--- config.mk ---
export PLATFORM = sky130hd
export DESIGN_NAME = mc_ctrl_fsm
export DESIGN_NICKNAME = d
export VERILOG_FILES = /design/src/rtl/mc_ctrl_fsm.sv
export SDC_FILE = /design/constraint.sdc
export NUM_CORES = 1
export LEC_CHECK = 0
export BUFFER_PORTS_ARGS = -buffer_cell sky130_fd_sc_hd__clkbuf_2
export CORE_AREA = 2 2 39 41
export DETAILED_ROUTE_END_ITERATION = 10
export DIE_AREA = 0 0 41 43
export GPL_TIMING_DRIVEN = 0
export PLACE_DENSITY = 0.75
export REMOVE_ABC_BUFFERS = 1
export SKIP_LAST_GASP = 1
export SLEW_MARGIN = 15
export SYNTH_ARGS = -nofsm -noshare
export SYNTH_HDL_FRONTEND = slang
export SYNTH_SLANG_ARGS = --single-unit
--- constraint.sdc ---
create_clock -name clk -period 1.1 [get_ports clk]
set_input_delay 0.055 -clock clk [delete_from_list [all_inputs] [get_ports clk]]
set_output_delay 0.055 -clock clk [all_outputs]
set_load 0.01 [all_outputs]
--- src/rtl/mc_ctrl_fsm.sv ---
module mc_ctrl_fsm (
  input  logic       clk,
  input  logic       rst,
  input  logic [5:0] opcode,
  output logic [3:0] step,
  output logic       mem_rd,
  output logic       mem_wr,
  output logic       addr_sel,
  output logic       ir_ld,
  output logic       rf_we,
  output logic       rf_dst_sel,
  output logic       wb_sel,
  output logic       alu_a_sel,
  output logic [1:0] alu_b_sel,
  output logic [1:0] alu_op,
  output logic       pc_we,
  output logic       pc_cond_we,
  output logic [1:0] pc_src
);
  localparam logic [5:0] OP_ARITH = 6'b000000;
  localparam logic [5:0] OP_LOAD  = 6'b100011;
  localparam logic [5:0] OP_STORE = 6'b101011;
  localparam logic [5:0] OP_BEQ   = 6'b000100;
  localparam logic [5:0] OP_JMP   = 6'b000010;

  typedef enum logic [3:0] {
    S_FETCH = 4'd0, S_DECODE = 4'd1, S_ADDR = 4'd2, S_LDRD = 4'd3,
    S_LDWB  = 4'd4, S_STWR   = 4'd5, S_AEXE = 4'd6, S_AWB  = 4'd7,
    S_BR    = 4'd8, S_JMP    = 4'd9
  } state_t;

  state_t cur, nxt;

  always_ff @(posedge clk)
    if (rst) cur <= S_FETCH;
    else     cur <= nxt;

  assign step = cur;

  always_comb begin
    nxt = S_FETCH;
    unique case (cur)
      S_FETCH:  nxt = S_DECODE;
      S_DECODE: case (opcode)
                  OP_ARITH:          nxt = S_AEXE;
                  OP_LOAD, OP_STORE: nxt = S_ADDR;
                  OP_BEQ:            nxt = S_BR;
                  OP_JMP:            nxt = S_JMP;
                  default:           nxt = S_FETCH;
                endcase
      S_ADDR:   nxt = (opcode == OP_LOAD)  ? S_LDRD :
                      (opcode == OP_STORE) ? S_STWR : S_FETCH;
      S_LDRD:   nxt = S_LDWB;
      S_AEXE:   nxt = S_AWB;
      default:  nxt = S_FETCH;
    endcase
  end

  always_comb begin
    mem_rd = 1'b0; mem_wr = 1'b0; addr_sel = 1'b0; ir_ld = 1'b0;
    rf_we = 1'b0; rf_dst_sel = 1'b0; wb_sel = 1'b0; alu_a_sel = 1'b0;
    alu_b_sel = 2'b00; alu_op = 2'b00; pc_we = 1'b0; pc_cond_we = 1'b0;
    pc_src = 2'b00;
    unique case (cur)
      S_FETCH: begin
        mem_rd = 1'b1; ir_ld = 1'b1; alu_b_sel = 2'b01; pc_we = 1'b1;
      end
      S_DECODE: alu_b_sel = 2'b11;
      S_ADDR: begin
        alu_a_sel = 1'b1; alu_b_sel = 2'b10;
      end
      S_LDRD: begin
        mem_rd = 1'b1; addr_sel = 1'b1;
      end
      S_LDWB: begin
        rf_we = 1'b1; wb_sel = 1'b1;
      end
      S_STWR: begin
        mem_wr = 1'b1; addr_sel = 1'b1;
      end
      S_AEXE: begin
        alu_a_sel = 1'b1; alu_op = 2'b10;
      end
      S_AWB: begin
        rf_we = 1'b1; rf_dst_sel = 1'b1;
      end
      S_BR: begin
        alu_a_sel = 1'b1; alu_op = 2'b01; pc_cond_we = 1'b1; pc_src = 2'b01;
      end
      S_JMP: begin
        pc_we = 1'b1; pc_src = 2'b10;
      end
      default: ;
    endcase
  end
endmodule


# Word level (Yosys, flattened, before mapping)
# Index checks and enable logic that the tools add are counted.
# word_totals
ff_bits	4
output_inout_bits	20
# op_classes
eq_ne	13
n_mux	17
reduce_logical	8
# op_table
op	count
4-bit one-hot mux with 5 select lines	1
4-bit by 3-bit == test with 1-bit output, second input constant	4
4-bit one-hot mux with 4 select lines	1
6-bit == test, second input constant	2
1-bit 2-to-1 mux	10
2-bit OR reduction	5
4-bit by 2-bit == test with 1-bit output, second input constant	2
4-bit == test, second input constant	2
2-bit one-hot mux with 2 select lines	2
6-bit by 2-bit == test with 1-bit output, second input constant	1
6-bit by 3-bit == test with 1-bit output, second input constant	1
6-bit logical NOT	1
3-bit 2-to-1 mux	2
2-bit one-hot mux with 3 select lines	1
4-bit by 1-bit == test with 1-bit output, second input constant	1
4-bit logical NOT	1
3-bit OR reduction	1

# Longest topological paths before layout
# Gate-level depths: netlist of run 1.
# depth
ltp_word	4
depth_mapped	4
mapped_depth_nobuf	3

# Worst setup path after synthesis of run 1
# No wires, ideal clock.
# synth_path
path_type	register -> output
start	reg cur[3], in the netlist step[3]
end	out pc_src[0]
arrival_time_ns	1.300
t_required_ns	1.045
slack_ns	-0.255
stages_incl_launch_ff	5
n_path_buf	2
cell_sequence	dfxtp_1 clkbuf_1 nand2b_1 nor3_1 buf_4
# synth_between
elab_chain_cells	2
elab_cells_between_ends	3
# synth_lines
element	line	text
start, declared	32	state_t cur, nxt;
start signal, assigned	36	else cur <= nxt;
4-bit == test	64	unique case (cur)
2-bit one-hot mux with 2 select lines (*)	64	
end, declared	18	output logic [1:0] pc_src
# Mark *: on every way between the ends. The rest lies on a longest branch, timed or not.

# Worst setup path in the final report of run 1
# layout_path
start	reg cur[2], in the netlist step[2]
end	out alu_a_sel
# layout_between
elab_chain_cells	3
elab_cells_between_ends	5
# layout_lines
element	line	text
4-bit == test, or another cell as far along	64	
3-bit OR reduction (no line) (*)	-	
1-bit 2-to-1 mux (*)	64	
end, declared	13	output logic alu_a_sel,
# Marks and branches as above.

==> results of run 1 <==
## stage by stage
| step | total power [W] | cells | instance area, um2 | util [%] |
|---|---|---|---|---|
| 2_1_floorplan | 0.000217 | 51 | 387 | - |
| 3_3_place_gp | 0.000260 | 94 | 542 | 39.2 |
| 3_5_place_dp | 0.000263 | 94 | 542 | 39.2 |
| 4_1_cts | 0.000499 | 113 | 840 | 60.7 |
| 5_1_grt | 0.000559 | 113 | 943 | 68.2 |
| 6_report | 0.000523 | 113 | 943 | 68.2 |
## kinds of logic (layout without fill, tap and decap cells)
group,Yosys count,after routing
AOI/OAI and AO/OA,10,10
and+or+nand+nor,33,33
muxes,1,1
xor gates and xnor gates,2,2
DFF,4,4
buffers and inverters,7,47
## routing by layer
| layer | up-vias | routed length (um) |
|---|---|---|
| met3 | 0 | 114 |
| met1 | 282 | 582 |
| met4 | 0 | 0 |
| li1 | 286 | - |
| met5 | - | 0 |
| met2 | 30 | 800 |
## tightest hold or removal path, cell delays in order
cell	delay, ps
clkbuf_2	130
a211oi_1	60
o31a_1	90
## power breakdown
| part | total, W | internal, W | switching [W] |
|---|---|---|---|
| clock | 0.000184 | 0.000122 | 0.0000619 |
| combinational | 0.000183 | 0.0000977 | 0.0000852 |
| sequential | 0.000156 | 0.000143 | 0.0000138 |
| total | 0.000523 | 0.000363 | 0.000161 |
## area by class of cell
class / instances / area share, %
clock buffers: 3 / 2.39
inverters: 1 / 0.398
multi-input cells: 46 / 48.9
flip-flops and latches: 4 / 10.1
well taps: 16 / 2.12
repair buffers: 43 / 36.1
## final timing paths
kind,cells past startpoint,to,start
setup / recovery,4,alu_a_sel,step[2]
hold / removal,3,step[1],rst
setup reg to reg,3,step[1],step[0]
hold reg to reg,2,step[0],step[0]
## cell usage after synthesis, drive strengths merged
| cell | instances | area, um2 |
|---|---|---|
| nor2 | 8 | 30.0 |
| nor3 | 6 | 30.0 |
| nand2b | 5 | 31.3 |
| dfxtp | 4 | 80.1 |
| buf | 3 | 17.5 |
| clkbuf | 3 | 11.3 |
| nor4 | 3 | 25.0 |
| or2 | 3 | 18.8 |
| a211oi | 2 | 15.0 |
| nand2 | 2 | 7.51 |
| o21ai | 2 | 10.0 |
| xnor2 | 2 | 17.5 |
| a2111oi | 1 | 15.0 |
| a21boi | 1 | 7.51 |
| a22o | 1 | 8.76 |
| and3 | 1 | 6.26 |
| inv | 1 | 3.75 |
| mux2 | 1 | 11.3 |
| nand4b | 1 | 8.76 |
| nor3b | 1 | 7.51 |
| o211a | 1 | 10.0 |
| o31a | 1 | 8.76 |
| o31ai | 1 | 7.51 |
| or3 | 1 | 6.26 |
| or3b | 1 | 8.76 |
| or4 | 1 | 11.3 |
## repair_timing
action	4_1_cts	5_1_grt
gates cloned	0	0
endpoints found under the setup margin	21	21
resized for setup	39	36
pin swaps	12	9
setup buffers	16	1
hold buffers	0	0
==> results.md, run 1 <==
* Total GRT Usage at 18.0%
* Number of antenna violations at the first check in global routing at 0
* CP peak stage delay at 370 ps
* Final Cycle Share at 117%
* Fillcell total at 104
* Cts bufs inserted at 3
* CP cell instances: nand2b_4 > mux2_2 > nor2_1 > buf_2
* Clock root cell: clkbuf_4
* First-pass GRT wire length at 2.17 mm
* Multiplexer share of the synthesized area at 2.71%
* Clock Skews at 2.31 ps
* Routed WL at 1.50 mm
* Post-synthesis simple-gate area fraction at 46.1%
* Syn-to-layout area delta at 127%
* CTS tree: built
* DR vias/cell at 5.29
* Chip Width at 41 um
* Main combinational cell family by area after synthesis: simple AND/OR/NAND/NOR gates
* Clock transition at path regs at 40 ps
* Hold crit path type: input pin to flip-flop
* DR iter-0 viols at 7
* CP Launch Type: flip-flop
* Detailed Routing Iterations Pass 1 at 5
* Synth Area in Compound Gates at 19.9%
* GR peak layer: met2
* Violated checks: setup timing
* Final WS setup at -189 ps
* FMAX at 0.776 GHz
* Setup tns final at -1810 ps
* Worst-Skew Late Latency at 230 ps
* Power per cell area at 555 nW/um2
* Synth Area in Adders at 0%
* WP data arrival at 1230 ps
* Most frequent cells in the layout: 16 x buf_6, 11 x clkbuf_2, 11 x buf_2
* Clock buffer depth at 2
* Max Slew Vio Count at 0
* Layout Nets at 107
* Max FFs per register at 4
* Synthesized instance count at 57
* Multi-input logic area at 462 um2
* Fraction of layout cells with a size suffix above 1 at 80.4%
* CP Buf/Inv Count at 1
* Starting Density at 30.0%
* Antenna Diode Count at 0
* Placeable core region at 1380 um2
* CP required at 1040 ps
* Xor and xnor area share after synthesis at 4.22%
* CP max-delay cell: dfxtp_4
* Distinct cell type count after synthesis at 28
* Outcome: complete, but fails checks
* #FFs+latches synth at 4
* R2R Setup Slk at -180 ps
* Clk sink count at 4
* RSZ-0062 raised after global routing: true
* Final count of negative-setup-slack endpoints at 17
* I/O Buffers at 27
* Final Hold Vio Count at 0
* Placement Setup Slack at -464 ps
* Area of the mapped netlist at 415 um2
* WL/cell at 13.2 um
* Antenna-violating nets left at 0
* Max cap viols at 0
* IO Pins at 28
* Worst-margin pin slew at 277 ps
* Yosys warnings at 0
* Sequential share of the synthesized area at 19.3%
* Row Count at 14
* WS Path Type: flip-flop to output pin
* FF/Latch Area at 95.1 um2
* Largest net degree at the start of global routing at 11
* Commonest non-fill, non-tap cell in the layout: buf_6
* Met3 global-route usage at 6.28%
* Period minus WS final at 1290 ps
* Vias in the first global route at 530
* Worst hold margin at 141 ps
* Met1 Use GR at 20.3%
* Max-slew headroom at the worst pin at 81.4%
* VDD IR max at 0.338 mV
* Leak at 0.401 nW
* Hpwl dp at 798 um
* M2 GR Usage at 29.4%
* Placer Congestion at 0.716
* GR Overflow Total at 0
* Synthesized area per cell at 7.29 um2
* Die area at 1760 um2
* Max FO, Critical Path at 6
* Via count at 598
* CTS H-Tree Depth at 1
* Post-route DRC at 0
* Worst Setup End Kind: output pin
* Die height at 43 um
* Top delay family on crit path: flip-flops
(Power assumes the default switching activity.)
==> run 2, diff against run 1 <==
- SETUP_SLACK_MARGIN: not set -> 0.15
==> results.md, run 2 (synthesis results as in run 1) <==
* Max Slew Vio Count at 0 (unchanged)
* Clock Skews at 1.77 ps (-0.539 ps)
* RSZ-0062 raised after global routing: true
* Worst Setup End Kind: output pin
* Final Hold Vio Count at 0 (unchanged)
* First-pass GRT wire length at 2.13 mm (-1.9%)
* Sw Share at 32.3% (+1.5 points)
* CTS H-Tree Depth at 1 (unchanged)
* CP required at 1040 ps (about the same)
* Antenna Diode Count at 0 (unchanged)
* Vias in the first global route at 513 (-3.2%)
* Outcome: complete, but fails checks
* Hpwl dp at 798 um (unchanged)
* Max cap viols at 0 (unchanged)
* Worst-Skew Late Latency at 240 ps (about the same)
* GR Overflow Total at 0 (unchanged)
* Final count of negative-setup-slack endpoints at 19 (+2)
* Internal at 0.000364 W (+0.34%)
* Final Cycle Share at 119% (+2.0 points)
* Placer Congestion at 0.716 (unchanged)
* Multi-input logic area at 467 um2 (+1.1%)
* FF/Latch Area at 95.1 um2 (unchanged)
* R2R Setup Slk at -200 ps (-20 ps)
* WS Path Type: flip-flop to output pin
* Die area at 1760 um2 (unchanged)
* Layout Nets at 108 (+0.93%)
* Clock buffer depth at 2 (unchanged)
* Power per cell area at 555 nW/um2 (about the same)
* Post-CTS Hold Fix Bufs at 0 (unchanged)
* Switching power at 0.000173 W (+7.8%)
* Fin cells at 114 (+0.88%)
* Via count at 612 (+2.3%)
* Clock root cell: clkbuf_4
* Number of antenna violations at the first check in global routing at 0 (unchanged)
* VDD IR max at 0.375 mV (+11%)
* Most frequent cells in the layout: 18 x buf_6, 10 x clkbuf_2, 10 x buf_2, 5 x buf_4
* Final WS setup at -211 ps (-22.5 ps)
* Period minus WS final at 1310 ps (+22.5 ps)
* Detailed Routing Iterations Pass 1 at 4 (-1)
* Antenna-violating nets left at 0 (unchanged)
* Reg power frac at 29.2% (-0.7 points)
* Starting Density at 30.0% (unchanged)
* WL/cell at 14.6 um (+10%)
* Leak at 0.408 nW (+1.7%)
* Setup tns final at -2330 ps (-518 ps)
* Power share of the clock group at 36.1% (+0.9 points)
* Chip Width at 41 um (unchanged)
* Total GRT Usage at 17.8% (-0.22 points)
* Syn-to-layout area delta at 133%
* Cts bufs inserted at 3 (unchanged)
* CP Launch Type: flip-flop
* CTS tree: built
* Worst hold margin at 124 ps (-17.3 ps)
* DR iter-0 viols at 7 (unchanged)
* Total power at 0.000537 W (+2.6%)
* IO Pins at 28 (unchanged)
* Placement Setup Slack at -464 ps (unchanged)
* Fraction of layout cells with a size suffix above 1 at 80.6% (+0.20 points)
* Largest net degree at the start of global routing at 11 (unchanged)
* Commonest non-fill, non-tap cell in the layout: buf_6
* Cells after DPL at 94 (unchanged)
* Fillcell total at 107 (+2.9%)
* Worst-margin pin slew at 290 ps (+13.0 ps)
* Comb pwr share at 34.7% (-0.2 points)
* Row Count at 14 (unchanged)
* Routed WL at 1.66 mm (+11%)
* FMAX at 0.763 GHz (-1.7%)
* DR vias/cell at 5.37 (+1.4%)
* Placeable core region at 1380 um2 (unchanged)
* Max-slew headroom at the worst pin at 80.5% (-0.89 points)
* Post-route DRC at 0 (unchanged)
* Violated checks: setup timing
* Hold crit path type: input pin to flip-flop
* Max FO, Critical Path at 6 (unchanged)
* Max FFs per register at 4 (unchanged)
* Clk sink count at 4 (unchanged)
* Clock transition at path regs at 40 ps (about the same)
* Die height at 43 um (unchanged)
* I/O Buffers at 27 (unchanged)
* WP data arrival at 1260 ps (+30 ps)
## run 2: cell count changes in the layout (fill, tap and decap cells not counted), sizes merged
| cell | before | now |
|---|---|---|
| buf | 32 | 34 |
| clkbuf | 14 | 13 |
## run 2: stage by stage
step	cell area (um2)	util [%]
finish	968	70.0
CTS	840	60.7
global route	968	70.0
global placement	542	39.2
floorplan	387	-
detailed placement	542	39.2
## run 2: final timing paths
| check | from | endpoint | depth (start not counted) |
|---|---|---|---|
| worst min-delay path | rst | step[1] | 3 |
| worst max-delay path | step[2] | alu_a_sel | 4 |
| worst min register to register | step[0] | step[0] | 2 |
| worst max register to register | step[0] | step[1] | 3 |
## run 2: final cells by class
cell class,instances,area share [%]
repair buffers,44,37.2
well taps,16,2.07
multi-input cells,46,48.2
inverters,1,0.388
clock buffers,3,2.33
flip-flops and latches,4,9.82
## run 2: power by group through the flow
stage                     Sequential, W  Clock [W]  Combinational [W]
after global placement         0.000164          0          0.0000965
final                          0.000157   0.000194           0.000187
after global routing           0.000158   0.000203           0.000198
after floorplan                0.000163          0          0.0000540
after CTS                      0.000154   0.000190           0.000156
after detailed placement       0.000164          0          0.0000988
## run 2: metal layers
metal / GRT usage [%] / wire length, um
met2: 30.3 / 953
met4: 8.00 / 24
met1: 19.6 / 574
met5: 0 / 0
met3: 3.66 / 108
## run 2: what timing repair did
action / CTS / global route
cloned: 0 / 0
pin swaps: 8 / 7
setup buffers: 16 / 1
setup endpoints to repair: 24 / 24
resized for setup: 40 / 38
## run 2: critical path: stages (launching register included)
cell and delay [ps]:
dfxtp_4 380, nand2b_4 160, mux2_2 260, nor2_1 80
buf_2 130
